$ cat src/rtl/tmr_pkg.sv
package tmr_pkg;
    typedef enum logic [1:0] {
        ST_IDLE = 2'd0,
        ST_HIGH = 2'd1,
        ST_LOW  = 2'd2
    } tmr_state_e;

    localparam logic [1:0] ADR_CNT_LO = 2'd0;
    localparam logic [1:0] ADR_CNT_HI = 2'd1;
    localparam logic [1:0] ADR_CTRL   = 2'd2;
    localparam logic [1:0] ADR_CMD    = 2'd3;

    localparam logic [7:0] CMD_START  = 8'h01;
    localparam logic [7:0] CMD_STOP   = 8'h02;
    localparam logic [7:0] CMD_RESET  = 8'h03;

    localparam int CTL_IRQ_EN = 0;
    localparam int CTL_REPEAT = 1;
    localparam int CTL_ROUTE  = 2;
endpackage

$ cat src/rtl/tmr_regs.sv
module tmr_regs
    import tmr_pkg::*;
#(
    parameter int CNT_W  = 16,
    parameter int DATA_W = 8
) (
    input  logic             clk,
    input  logic             rst_n,
    input  logic             wr_en,
    input  logic             rd_en,
    input  logic [1:0]       addr,
    input  logic [DATA_W-1:0] wdata,
    input  logic             running,
    input  logic             pend_set,
    output logic [DATA_W-1:0] rdata,
    output logic [CNT_W-1:0] count,
    output logic             irq_en,
    output logic             mode_rep,
    output logic             route,
    output logic             pending,
    output logic             cmd_start,
    output logic             cmd_halt,
    output logic             cmd_reset
);
    localparam int HI_W = CNT_W - DATA_W;

    logic [DATA_W-1:0] cnt_lo;
    logic [HI_W-1:0]   cnt_hi;
    logic              cmd_wr;
    logic              ctl_rd;

    assign cmd_wr    = wr_en && (addr == ADR_CMD);
    assign cmd_start = cmd_wr && (wdata == CMD_START);
    assign cmd_reset = cmd_wr && (wdata == CMD_RESET);
    assign cmd_halt  = cmd_wr && ((wdata == CMD_STOP) || (wdata == CMD_RESET));
    assign ctl_rd    = rd_en && (addr == ADR_CTRL);
    assign count     = {cnt_hi, cnt_lo};

    always_ff @(posedge clk) begin
        if (!rst_n || cmd_reset) begin
            cnt_lo   <= '0;
            cnt_hi   <= '0;
            irq_en   <= 1'b0;
            mode_rep <= 1'b0;
            route    <= 1'b0;
            pending  <= 1'b0;
        end else begin
            if (wr_en && !running && addr == ADR_CNT_LO) cnt_lo <= wdata;
            if (wr_en && !running && addr == ADR_CNT_HI) cnt_hi <= wdata[HI_W-1:0];
            if (wr_en && addr == ADR_CTRL) begin
                irq_en <= wdata[CTL_IRQ_EN];
                route  <= wdata[CTL_ROUTE];
                if (!running) mode_rep <= wdata[CTL_REPEAT];
            end
            if (pend_set)    pending <= 1'b1;
            else if (ctl_rd) pending <= 1'b0;
        end
    end

    always_comb begin
        unique case (addr)
            ADR_CNT_LO: rdata = cnt_lo;
            ADR_CNT_HI: rdata = DATA_W'(cnt_hi);
            ADR_CTRL:   rdata = DATA_W'(irq_en && pending);
            default:    rdata = '0;
        endcase
    end
endmodule

$ cat src/rtl/tmr_core.sv
module tmr_core
    import tmr_pkg::*;
#(
    parameter int CNT_W = 16
) (
    input  logic             clk,
    input  logic             rst_n,
    input  logic             cmd_start,
    input  logic             cmd_halt,
    input  logic             mode_rep,
    input  logic [CNT_W-1:0] count,
    output logic             tmr_out,
    output logic             running,
    output logic             pend_set
);
    localparam logic [CNT_W-1:0] MIN_N = CNT_W'(2);

    tmr_state_e       state, state_nxt;
    logic [CNT_W-1:0] cnt, cnt_nxt;
    logic [CNT_W-1:0] n_eff, hi_len, lo_len;
    logic             expire;

    assign n_eff  = (count < MIN_N) ? MIN_N : count;
    assign hi_len = n_eff >> 1;
    assign lo_len = n_eff - hi_len;

    always_ff @(posedge clk) begin
        if (!rst_n) begin
            state <= ST_IDLE;
            cnt   <= '0;
        end else begin
            state <= state_nxt;
            cnt   <= cnt_nxt;
        end
    end

    always_comb begin
        state_nxt = state;
        cnt_nxt   = cnt;
        expire    = 1'b0;
        unique case (state)
            ST_IDLE: begin
                if (cmd_start) begin
                    if (mode_rep) begin
                        state_nxt = ST_HIGH;
                        cnt_nxt   = hi_len - 1'b1;
                    end else begin
                        state_nxt = ST_LOW;
                        cnt_nxt   = n_eff - 1'b1;
                    end
                end
            end
            ST_HIGH: begin
                if (cnt == '0) begin
                    state_nxt = ST_LOW;
                    cnt_nxt   = lo_len - 1'b1;
                end else begin
                    cnt_nxt = cnt - 1'b1;
                end
            end
            ST_LOW: begin
                if (cnt == '0) begin
                    expire = 1'b1;
                    if (mode_rep) begin
                        state_nxt = ST_HIGH;
                        cnt_nxt   = hi_len - 1'b1;
                    end else begin
                        state_nxt = ST_IDLE;
                    end
                end else begin
                    cnt_nxt = cnt - 1'b1;
                end
            end
            default: state_nxt = ST_IDLE;
        endcase
        if (cmd_halt) begin
            state_nxt = ST_IDLE;
            expire    = 1'b0;
        end
    end

    always_comb begin
        tmr_out  = (state != ST_LOW);
        running  = (state != ST_IDLE);
        pend_set = expire;
    end
endmodule

$ cat src/rtl/tmr_pinmux.sv
module tmr_pinmux (
    input  logic route,
    input  logic tmr_out,
    input  logic gp_level,
    input  logic gp_oe,
    output logic pin_out,
    output logic pin_oe
);
    always_comb begin
        pin_out = route ? tmr_out : gp_level;
        pin_oe  = route ? 1'b1    : gp_oe;
    end
endmodule

$ cat src/rtl/interval_timer.sv
module interval_timer
    import tmr_pkg::*;
#(
    parameter int CNT_W  = 16,
    parameter int DATA_W = 8
) (
    input  logic              clk,
    input  logic              rst_n,
    input  logic              wr_en,
    input  logic              rd_en,
    input  logic [1:0]        addr,
    input  logic [DATA_W-1:0] wdata,
    output logic [DATA_W-1:0] rdata,
    input  logic              gp_level,
    input  logic              gp_oe,
    output logic              tmr_out,
    output logic              irq,
    output logic              pin0_out,
    output logic              pin0_oe
);
    logic [CNT_W-1:0] count;
    logic irq_en, mode_rep, route, pending;
    logic cmd_start, cmd_halt, cmd_reset;
    logic running, pend_set;

    tmr_regs #(.CNT_W(CNT_W), .DATA_W(DATA_W)) i_regs (
        .clk(clk), .rst_n(rst_n), .wr_en(wr_en), .rd_en(rd_en),
        .addr(addr), .wdata(wdata), .running(running), .pend_set(pend_set),
        .rdata(rdata), .count(count), .irq_en(irq_en), .mode_rep(mode_rep),
        .route(route), .pending(pending), .cmd_start(cmd_start),
        .cmd_halt(cmd_halt), .cmd_reset(cmd_reset)
    );

    tmr_core #(.CNT_W(CNT_W)) i_core (
        .clk(clk), .rst_n(rst_n), .cmd_start(cmd_start), .cmd_halt(cmd_halt),
        .mode_rep(mode_rep), .count(count), .tmr_out(tmr_out),
        .running(running), .pend_set(pend_set)
    );

    tmr_pinmux i_pin (
        .route(route), .tmr_out(tmr_out), .gp_level(gp_level), .gp_oe(gp_oe),
        .pin_out(pin0_out), .pin_oe(pin0_oe)
    );

    assign irq = pending && irq_en;
endmodule

$ cat config.mk
export PLATFORM = sky130hd
export DESIGN_NAME = interval_timer
export DESIGN_NICKNAME = d
export VERILOG_FILES = /design/src/rtl/tmr_pkg.sv /design/src/rtl/tmr_regs.sv /design/src/rtl/tmr_core.sv /design/src/rtl/tmr_pinmux.sv /design/src/rtl/interval_timer.sv
export SDC_FILE = /design/constraint.sdc
export NUM_CORES = 1
export LEC_CHECK = 0
export BUFFER_PORTS_ARGS = -buffer_cell sky130_fd_sc_hd__buf_2
export CAP_MARGIN = 20
export CORE_UTILIZATION = 40
export DETAILED_ROUTE_END_ITERATION = 10
export PLACE_DENSITY_LB_ADDON = 0.25
export SLEW_MARGIN = 20
export SYNTH_ARGS = -nofsm -noshare
export SYNTH_HDL_FRONTEND = slang
export SYNTH_SLANG_ARGS = --single-unit
$ cat constraint.sdc
create_clock -name clk -period 5 [get_ports clk]
set_input_delay 0.5 -clock clk [delete_from_list [all_inputs] [get_ports clk]]
set_output_delay 0.5 -clock clk [all_outputs]
set_load 0.005 [all_outputs]
### Word-level counts from Yosys, hierarchy flattened

Index checks and enable logic that the tools add are counted.

| cells by class | value |
|---|---|
| eq/ne operators | 13 |
| mux-type cells | 21 |
| order comparisons | 1 |
| bitwise operators | 2 |
| reduce and logical (&&, ||, !) cells | 24 |
| add/sub/neg operators | 5 |

Operators with widths:

| operator | count |
|---|---|
| $mux W16 | 6 |
| $pmux W16 S3 | 1 |
| $sub A16 B1 Y16 const B | 3 |
| $pmux W8 S3 | 1 |
| $eq A8 B2 Y1 const B | 2 |
| $logic_not A16 Y1 | 1 |
| $lt A16 B2 Y1 const B | 1 |
| $sub A15 B1 Y16 const B | 1 |
| $sub A16 B15 Y16 | 1 |
| $logic_and A1 B1 Y1 | 10 |
| $eq A8 B1 Y1 const B | 1 |
| $mux W1 | 8 |
| $mux W2 | 4 |
| $eq A2 B2 Y1 const B | 3 |
| $pmux W2 S3 | 1 |
| $reduce_and A3 Y1 | 2 |
| $eq A2 B1 Y1 const B | 2 |
| $logic_not A2 Y1 | 2 |
| $ne A2 B1 Y1 const B | 2 |
| $ne A2 B2 Y1 const B | 2 |
| $reduce_bool A2 Y1 | 2 |
| $ne A3 B3 Y1 const B | 1 |
| $reduce_bool A3 Y1 | 1 |
| $logic_not A1 Y1 | 2 |
| 4 further kinds | 6 |

| storage, ports and cells | value |
|---|---|
| input port bits | 16 |
| output and inout bits | 12 |
| bits in registers | 38 |

### Longest topological paths before layout

Gate-level depths: netlist of the first run.

| logic depth | value |
|---|---|
| depth in word-level cells | 6 |
| gate-level depth with buffers | 15 |
| gate-level depth less buffers | 15 |

### Hierarchy

A second synthesis of the first run with hierarchy kept.

| second synthesis, totals | value |
|---|---|
| cell total of the unflattened synthesis | 632 |
| area, all modules | 4629.4 sq um |

Modules (own cells, without submodules):

| module | seq. area each (sq um) | area each (sq um) | cells an instance | instances |
|---|---|---|---|---|
| tmr_core | 360.3 | 3632.2 | 522 | 1 |
| tmr_regs | 400.4 | 969.7 | 107 | 1 |
| tmr_pinmux | 0.0 | 21.3 | 2 | 1 |
| interval_timer | 0.0 | 6.3 | 1 | 1 |

### Worst setup path before layout of the first run

No wires, ideal clock.

| path | value |
|---|---|
| path type | flip-flop to flip-flop |
| start | reg i_regs.cnt_hi[6] |
| end | reg i_core.cnt[14] |
| arrival time | 3.577 ns |
| setup time | 0.087 ns |
| stages on the path, launching flop included | 16 |
| setup slack | 1.336 ns |
| path buffers | 0 |
| data required time | 4.913 ns |
| path through | dfxtp_1 > inv_1 > ha_1 > nor4b_1 > nand4_1 > nand2b_1 > inv_1 > ha_1 > fa_1 > a21o_1 > a2111o_1 > a221oi_1 > o31ai_1 > xnor2_1 > a21oi_1 > o31ai_1 |

| between the ends | value |
|---|---|
| cells in the longest elaborated chain, start to end | 6 |
| elaborated cells between the ends (all ways) | 12 |
| those cells by class | 4 x add/sub; 1 x order compare; 7 x mux |

Ends and longest elaborated chain:

| element | RTL line | source |
|---|---|---|
| start: declaration | tmr_regs.sv:28 | `logic [HI_W-1:0] cnt_hi;` |
| start signal: assignment | tmr_regs.sv:49 | `if (wr_en && !running && addr == ADR_CNT_HI) cnt_hi <= wdata[HI_W-1:0];` |
| $lt A16 B2 Y1 | tmr_core.sv:23 | `assign n_eff = (count < MIN_N) ? MIN_N : count;` |
| $mux W16 * | tmr_core.sv:23 |  |
| $sub A16 B15 Y16, or another cell as far along | tmr_core.sv:25 | `assign lo_len = n_eff - hi_len;` |
| $sub A16 B1 Y16, or another cell as far along | tmr_core.sv:56 | `cnt_nxt = lo_len - 1'b1;` |
| $mux W16 (on tied branches) | tmr_core.sv:54, tmr_core.sv:43, tmr_core.sv:62 |  |
| $pmux W16 S3 * | tmr_core.sv:41 | `unique case (state)` |
| end signal: assignment | tmr_core.sv:33 | `cnt <= cnt_nxt;` |
| end: declaration | tmr_core.sv:19 | `logic [CNT_W-1:0] cnt, cnt_nxt;` |

Mark *: on every way between the ends. The rest lies on a longest branch, timed or not. The select of a mux whose other input is x is not followed.
A chain may end at the register's enable or synchronous reset.

### Final worst setup path of the first run

| path | value |
|---|---|
| start | reg i_regs.cnt_hi[7] |
| end | reg i_core.cnt[14] |

Same word-level chain as after synthesis.

==> results of run 1 <==
[state kept, by name (all words and copies together) (netlist names)]
signal / count
i_regs.route: 1
i_core.cnt: 16
i_regs.irq_en: 1
i_regs.pending: 1
i_core.state: 2
i_regs.cnt_lo: 8
i_regs.cnt_hi: 8
i_regs.mode_rep: 1
[kinds of logic after synthesis]
family / after synthesis
buffers and inverters: 86
and+or+nand+nor: 179
AOI/OAI and AO/OA: 156
xor gates and xnor gates: 51
DFF: 38
muxes: 22
adders and majority gates: 47
[worst paths after layout]
check / start / to / cells past startpoint
min: wdata[4] / i_regs.cnt_hi[4] / 3
max reg2reg: i_regs.cnt_hi[7] / i_core.cnt[14] / 15
max: i_regs.cnt_hi[7] / i_core.cnt[14] / 15
min reg2reg: i_regs.pending / i_regs.pending / 2
[cells in the final DEF, fill, tap and decap left out, types with 5 or more instances in the layout]
| master | n |
|---|---|
| xor2_1 | 10 |
| o211ai_1 | 9 |
| mux2i_1 | 20 |
| o22ai_1 | 5 |
| and2_1 | 5 |
| and3_1 | 6 |
| dfxtp_1 | 38 |
| nor2b_1 | 9 |
| xnor2_1 | 41 |
| a211oi_1 | 9 |
| o21ai_0 | 29 |
| buf_2 | 27 |
| nand3_1 | 15 |
| nand2_1 | 49 |
| nor2_1 | 53 |
| o31ai_1 | 9 |
| a21oi_1 | 43 |
| a221oi_1 | 7 |
| clkbuf_8 | 6 |
| ha_1 | 46 |
| nor3_1 | 14 |
| inv_1 | 46 |
| a21boi_0 | 6 |
[power by group]
| group | leakage, nW | switching [W] | internal (W) |
|---|---|---|---|
| clock network | 0.0472 | 0.000126 | 0.000111 |
| logic | 1.51 | 0.000631 | 0.000392 |
| registers | 0.308 | 0.0000386 | 0.000332 |
| total | 1.87 | 0.000795 | 0.000835 |
[metal layers]
layer	share of wire, %	vias to the layer above	GRT usage (%)
li1	-	2012	-
met1	45	1950	30.7
met2	46	163	38.4
met3	5.8	29	2.87
met4	3.0	0	9.36
met5	0	-	0
[stage by stage]
stage | setup slack [ns] | total power (W) | cell area [um2] | hold slack, ns | utilization, %
after global placement | 0.949 | 0.00137 | 4420 | 0.466 | 42.8
after CTS | 0.792 | 0.00161 | 4520 | 0.458 | 43.7
after global routing | 0.296 | 0.00174 | 4520 | 0.463 | 43.7
final | 0.754 | 0.00163 | 4520 | 0.458 | 43.7
after detailed placement | 0.803 | 0.00137 | 4420 | 0.473 | 42.8
after floorplan | 1.34 | 0.00114 | 4240 | 0.446 | -
[tightest hold or removal path: stages]
cell	delay, ns
buf_2	0.11
nand2_1	0.05
a21oi_1	0.05
[layout make-up]
type,instances,share of cell area [%]
timing repair buffer,31,3.66
tap,136,3.77
inverter,46,3.82
clock buffer,6,1.83
sequential,38,16.8
clock inverter,2,0.277
multi-input combinational,455,69.8
==> impl_metrics.yaml, run 1 <==
synthesis:
  avgSynthCellArea_um2: 7.33
  synth.net_count: 642
  netlist_area_um2: 4240
  synth_cell_types: 61
  synth_top_area_cell: "dfxtp_1"
  ys_ff_latch: 38
  synth_cells: 579
  yosysSeqAreaShare_pct: 17.9
  synth_top_area_share_pct: 17.9
  synth-simple-area-share_pct: 20.4
  yosysWarnings: 0
  synth_common_cells: "nor2_1 (53), nand2_1 (49), ha_1 (46), inv_1 (46), a21oi_1 (43)"
  synthArstFlopShare_pct: 0
  synth_top_family_by_area: "compound AO/OA/AOI/OAI gates"
  synth_compound_area_share_pct: 24.1
  synth_edf_count: 0
  synth_fa_ha_area_share_pct: 14.0
  synth.area.mux_share_pct: 5.25
  synth_xor_area_share_pct: 10.5
  synth_top_flop_cell: "dfxtp_1"
  synth_area_leaders: "dfxtp_1 (18%), ha_1 (14%), xnor2_1 (8.5%)"
  yosysMostFrequentCell: "nor2_1"
die:
  core_area_um2: 10300
  die_y_um: 105
  die-width_um: 105
  rows: 37
  die_area_um2: 11000
  io-pin-count: 28
  start_util_pct: 41.1
placement:
  placedCellCount: 706
  io_buffers: 27
  dp_hpwl_um: 10100
  gp_congestion: 1.03
cells_and_area:
  syn_to_final_growth_pct: 6.40
  regArea_um2: 761
  fin_nets: 640
  layout-drive-gt1-share_pct: 8.30
  diodes: 0
  nFillCells: 1040
  final_cells: 714
  multiInputGateArea_um2: 3150
grt:
  antenna_found_initial: 0
  overflow: 0
  track_usage_pct: 23.3
  grt_pass1_vias: 3840
  grt_max_degree: 27
  grt_pass1_wl_um: 20300
setup_path:
  critPathRequiredTime_ns: 5.23
  reg2reg_slack_ns: 0.75
  crit_type: "reg2reg"
  critical-path-slowest-cell: "a221oi_1"
  worstPathCellList: "inv_1, ha_1, nor4b_1, nand4_1, nand2b_1, inv_1, ha_1, fa_1, a21o_1, a2111o_1, a221oi_1, o31ai_1, xnor2_1, a21oi_1, o31ai_1"
  worstPathMaxFanout: 7
  cp-start-kind: "flip-flop"
  slowest_delay_ns: 0.48
  cp_top_family: "compound AO/OA/AOI/OAI gates"
  cp-end-kind: "flip-flop"
  cp.buffers_inverters: 2
  crit_arrival_ns: 4.48
detailed_routing:
  avgViaCountPerCell: 5.82
  drtIter0Drc: 293
  drc: 0
  first_pass_iters: 8
  vias: 4154
  wire_per_inst_um: 17.8
  drt_wl_total_um: 12700
  drtAntennaViolNets: 0
clocking:
  hold_buffers: 0
  cts_buffers: 5
  tritoncts: "built"
  postCtsSetupRepairBufs: 0
  h-tree-depth: 2
  clk_latency_ns: 0.31
  clock-root-buffer: "clkbuf_8"
  cts_resized: 0
  cts_max_path_buffers: 2
  path_clk_slew_ns: 0.09
  cts.sinks: 38
timing:
  final_hold_viol_count: 0
  timing.setup.tns_ns: 0
  clock_skew_ns: 0.0142
  slew_headroom_pct: 40.0
  grt_setup_unrepaired: "no"
  finalCritPeriodShare_pct: 84.9
  worst_slew_pin_slew_ns: 0.892
  period_minus_slack_ns: 4.25
  finalMaxSlewViolations: 0
  fmax_mhz: 236
  finalSetupViolations: 0
status:
  status: "finished clean"
power:
  p_per_area_nw_per_um2: 361
  ir_drop_mv: 0.273
  p_leak_nw: 1.87
hold_path:
  hp-class: "in2reg"
flow_run:
  cap_violations: 0
No activity file was read; power rests on OpenSTA's default activity.
==> inputs of run 2 (changes only) <==
==> constraint.sdc (replaced) <==
create_clock -name clk -period 3.4 [get_ports clk]
set_input_delay 0.34 -clock clk [delete_from_list [all_inputs] [get_ports clk]]
set_output_delay 0.34 -clock clk [all_outputs]
set_load 0.005 [all_outputs]
==> impl_metrics.yaml, run 2 (synthesized netlist as in run 1, its figures left out) <==
cells_and_area:
  largest_reg_flops: 16
  nFillCells: 1034
  final_cells: 749
  layout-drive-gt1-share_pct: 16.0
  final_cell_mix: "nor2_1 (53), nand2_1 (49), ha_1 (44)"
  syn_to_final_growth_pct: 14.8
  utilization_pct: 47.2
  fin_nets: 675
  largest_registers: "i_core.cnt: 16 flops, i_regs.cnt_hi: 8 flops, i_regs.cnt_lo: 8 flops"
  final_common_cell: "nor2_1"
  largest-register: "i_core.cnt"
  diodes: 0
detailed_routing:
  drc: 0
  drtIter0Drc: 318
  drtAntennaViolNets: 0
  wire_per_inst_um: 17.9
  vias: 4269
  avgViaCountPerCell: 5.70
  first_pass_iters: 5
  drt_wl_total_um: 13400
clocking:
  clk_latency_ns: 0.31
  tritoncts: "built"
  hold_buffers: 0
  h-tree-depth: 2
  clock-root-buffer: "clkbuf_8"
  path_clk_slew_ns: 0.09
  cts_max_path_buffers: 2
  cts.sinks: 38
  cts_buffers: 5
setup_path:
  cp_top_family: "compound AO/OA/AOI/OAI gates"
  r2r_end: "i_core.cnt[13]"
  critPathLaunch: "i_regs.cnt_hi[7]"
  cp.buffers_inverters: 3
  reg2reg_slack_ns: 0.15
  worstPathMaxFanout: 3
  reg2regPathDepth: 16
  critical-path-slowest-cell: "dfxtp_2"
  worstPathCellList: "inv_2, ha_4, nor4b_4, nand4_1, nand2b_1, buf_4, ha_1, a21o_1, a21oi_1, o31ai_1, o41ai_1, buf_4, o31ai_1, xnor2_1, a21oi_1, o31a_1"
  slowest_delay_ns: 0.33
  crit_type: "reg2reg"
  crit_arrival_ns: 3.45
  cp-start-kind: "flip-flop"
  reg2reg_from: "i_regs.cnt_hi[7]"
  critPathRequiredTime_ns: 3.60
  cp-end-kind: "flip-flop"
grt:
  grt_pass1_wl_um: 20800
  antenna_found_initial: 0
  grt_pass1_vias: 3935
  grt_max_degree: 21
  track_usage_pct: 24.1
  overflow: 0
timing:
  finalSetupViolations: 0
  finalMaxSlewViolations: 0
  worst_slew_pin_slew_ns: 0.726
  period_minus_slack_ns: 3.25
  final_hold_viol_count: 0
  setup_slack_ns: 0.150
  clock_skew_ns: 0.0112
  slew_headroom_pct: 51.3
  timing.setup.tns_ns: 0
  finalCritPeriodShare_pct: 95.6
  fmax_mhz: 308
  grt_setup_unrepaired: "yes"
placement:
  io_buffers: 27
  dp_hpwl_um: 10700
  gp_congestion: 0.919
  detailedPlace.worstSlack_ns: 0.0453
  placedCellCount: 740
hold_path:
  min_to: "i_regs.cnt_lo[6]"
  hp-class: "in2reg"
  hp-start: "wdata[6]"
  hold_depth: 3
power:
  p_leak_nw: 2.07
  p_per_area_nw_per_um2: 524
  ir_drop_mv: 0.594
  power.total_w: 0.00255
die:
  rows: 37
  die-width_um: 105
  die_area_um2: 11000
  start_util_pct: 41.1
  core_area_um2: 10300
  die_y_um: 105
  io-pin-count: 28
status:
  status: "finished clean"
flow_run:
  cap_violations: 0
## run 2: report_power, final
group / switching (W) / internal, W / total (W)
combinational: 0.000986 / 0.000683 / 0.00167
sequential: 0.0000454 / 0.000488 / 0.000534
clock: 0.000188 / 0.000163 / 0.000352
## run 2: worst max path at each step
stage	endpoint	slack, ns	cells past startpoint
after floorplan	i_core.cnt[14]	0.0003	15
after global placement	i_core.cnt[14]	0.11	15
after detailed placement	i_core.cnt[8]	0.05	16
after CTS	i_core.cnt[14]	0.02	15
after global routing	i_core.cnt[6]	-0.07	15
final	i_core.cnt[13]	0.15	16
## run 2: layout make-up
type / count / area (um2) / area share [%]
clock buffer: 6 / 82.6 / 1.69
clock inverter: 2 / 12.5 / 0.257
inverter: 46 / 173 / 3.54
multi-input combinational: 455 / 3240 / 66.5
sequential: 38 / 762 / 15.6
tap: 136 / 170 / 3.49
timing repair buffer: 66 / 432 / 8.86
## run 2: worst register-to-register path, cell delays in order, from the launching register on
cell and delay (ns):
dfxtp_2 0.33, inv_2 0.08, ha_4 0.13, nor4b_4 0.19
nand4_1 0.18, nand2b_1 0.15, buf_4 0.13, ha_1 0.25
a21o_1 0.17, a21oi_1 0.26, o31ai_1 0.14, o41ai_1 0.31
buf_4 0.20, o31ai_1 0.08, xnor2_1 0.20, a21oi_1 0.11
o31a_1 0.25
## run 2: repair_timing
action	in CTS	in global routing
hold endpoints to repair	0	0
setup buffers	0	1
resized for setup	0	13
setup endpoints to repair	0	8
## run 2: layer usage
metal | vias up | track usage, % | share of wire (%)
li1 | 2086 | - | -
met1 | 1996 | 31.0 | 44
met2 | 161 | 41.0 | 48
met3 | 26 | 3.87 | 6.2
met4 | 0 | 7.95 | 2.4
met5 | - | 0 | 0
## run 2: metrics by stage
step / instance area, um2 / hold slack (ns)
after floorplan: 4290 / 0.446
after global placement: 4720 / 0.471
after detailed placement: 4720 / 0.480
after CTS: 4820 / 0.306
after global routing: 4870 / 0.309
final: 4870 / 0.302
==> inputs of run 3 (changes only) <==
--- a/config.mk
+++ b/config.mk
@@ -8,9 +8,9 @@
 export BUFFER_PORTS_ARGS = -buffer_cell sky130_fd_sc_hd__buf_2
 export CAP_MARGIN = 20
 export CORE_UTILIZATION = 40
+export CTS_BUF_LIST = sky130_fd_sc_hd__clkbuf_2
 export DETAILED_ROUTE_END_ITERATION = 10
 export PLACE_DENSITY_LB_ADDON = 0.25
-export SLEW_MARGIN = 20
 export SYNTH_ARGS = -nofsm -noshare
 export SYNTH_HDL_FRONTEND = slang
 export SYNTH_SLANG_ARGS = --single-unit
==> impl_metrics.yaml, run 3 (synthesized netlist as in run 1, its figures left out) <==
detailed_routing:
  wire_per_inst_um: 17.8
  drtAntennaViolNets: 0
  drt_wl_total_um: 13400
  first_pass_iters: 5
  drc: 0
  vias: 4229
  drtIter0Drc: 308
  avgViaCountPerCell: 5.62
cells_and_area:
  fin_nets: 678
  final_area_um2: 4880
  diodes: 0
  largest_reg_flops: 16
  final_common_cell: "nor2_1"
  largest_registers: "i_core.cnt: 16 flops, i_regs.cnt_hi: 8 flops, i_regs.cnt_lo: 8 flops"
  layout-drive-gt1-share_pct: 17.4
  largest-register: "i_core.cnt"
  nFillCells: 1025
  final_cell_mix: "nor2_1 (53), nand2_1 (49), ha_1 (43)"
  syn_to_final_growth_pct: 14.9
hold_path:
  hp-class: "in2reg"
power:
  p_comb_share_pct: 69.2
  p_leak_nw: 2.07
  p_sw_w: 0.00122
  swShare_pct: 49.6
  p_per_area_nw_per_um2: 503
  clkPwrFrac_pct: 9.1
  seqPwrFrac_pct: 21.8
  p_int_w: 0.00124
  ir_drop_mv: 0.578
timing:
  worst_slew_pin_slew_ns: 0.736
  clock_skew_ns: 0.0281
  setup_slack_ns: 0.152
  fmax_mhz: 308
  period_minus_slack_ns: 3.25
  finalMaxSlewViolations: 0
  final_hold_viol_count: 0
  grt_setup_unrepaired: "yes"
  finalCritPeriodShare_pct: 95.5
  slew_headroom_pct: 50.6
  finalSetupViolations: 0
clocking:
  clock-root-buffer: "clkbuf_2"
  cts_buffers: 5
  clk_latency_ns: 0.44
  cts.sinks: 38
  hold_buffers: 0
  tritoncts: "built"
  cts_max_path_buffers: 2
  h-tree-depth: 2
  path_clk_slew_ns: 0.23
placement:
  detailedPlace.worstSlack_ns: 0.0453
  place_area_um2: 4720
  gp_congestion: 0.919
  io_buffers: 27
  dp_hpwl_um: 10700
die:
  start_util_pct: 41.1
  core_area_um2: 10300
  rows: 37
  die-width_um: 105
  die_area_um2: 11000
  die_y_um: 105
  io-pin-count: 28
grt:
  overflow: 0
  track_usage_pct: 24.1
  antenna_found_initial: 0
  grt_pass1_wl_um: 20700
  grt_pass1_vias: 3917
  grt_max_degree: 21
setup_path:
  worstPathCellList: "inv_2, ha_4, nor4b_4, nand4_1, nand2b_1, inv_2, ha_4, fa_2, a21o_1, a2111o_1, a221oi_4, xor2_1, a21oi_1, o31ai_1"
  slowest_delay_ns: 0.43
  cp-end-kind: "flip-flop"
  crit_arrival_ns: 3.62
  cp.buffers_inverters: 2
  cp_top_family: "compound AO/OA/AOI/OAI gates"
  cp-start-kind: "flip-flop"
  critical-path-slowest-cell: "a2111o_1"
  critPathRequiredTime_ns: 3.77
  crit_type: "reg2reg"
  worstPathMaxFanout: 3
status:
  status: "finished clean"
flow_run:
  cap_violations: 0
[run 3: worst paths after layout]
check	from	endpoint	slack, ns	cells past startpoint
setup / recovery	i_regs.cnt_hi[7]	i_core.cnt[10]	0.15	14
hold / removal	wdata[7]	i_regs.cnt_hi[7]	0.16	3
setup reg to reg	i_regs.cnt_hi[7]	i_core.cnt[10]	0.15	14
hold reg to reg	i_regs.pending	i_regs.pending	0.52	2
[run 3: final cells by class]
class	count	area [um2]	share of cell area (%)
Sequential cell	38	763	15.7
Multi-Input combinational cell	455	3280	67.2
Clock buffer	5	25.0	0.513
Inverter	46	173	3.54
Tap cell	136	170	3.49
Timing Repair Buffer	69	450	9.24
Clock inverter	3	16.3	0.334
[run 3: what timing repair did]
action                     4_1_cts  5_1_grt
setup endpoints to repair        0       10
setup buffers                    0        4
resized for setup                0       19
[run 3: stage by stage]
| step | setup TNS (ns) | utilization (%) | instances | total power (W) | hold WS [ns] |
|---|---|---|---|---|---|
| after floorplan | 0 | - | 579 | 0.00168 | 0.446 |
| after global placement | 0 | 45.7 | 740 | 0.00213 | 0.471 |
| after detailed placement | 0 | 45.7 | 740 | 0.00214 | 0.480 |
| after CTS | 0 | 46.1 | 748 | 0.00237 | 0.151 |
| after global routing | -0.164 | 47.2 | 752 | 0.00261 | 0.118 |
| final | 0 | 47.2 | 752 | 0.00245 | 0.156 |
[run 3: metal layers]
metal  vias up  track usage (%)  part of all wire (%)
met5         -                0                     0
met1      1980             31.2                    44
met4         0             7.85                   2.5
met3        27             3.87                   5.4
li1       2091                -                     -
met2       131             40.6                    48
[run 3: worst min-delay path: stages]
cell	delay [ns]
buf_2	0.11
nand2_1	0.06
a21oi_1	0.06
[run 3: power by group through the flow]
stage                     clock network [W]  logic (W)  registers, W
final                              0.000222    0.00170      0.000534
after global placement                    0    0.00159      0.000540
after global routing               0.000244    0.00183      0.000540
after detailed placement                  0    0.00160      0.000542
after floorplan                           0    0.00115      0.000533
after CTS                          0.000226    0.00161      0.000532
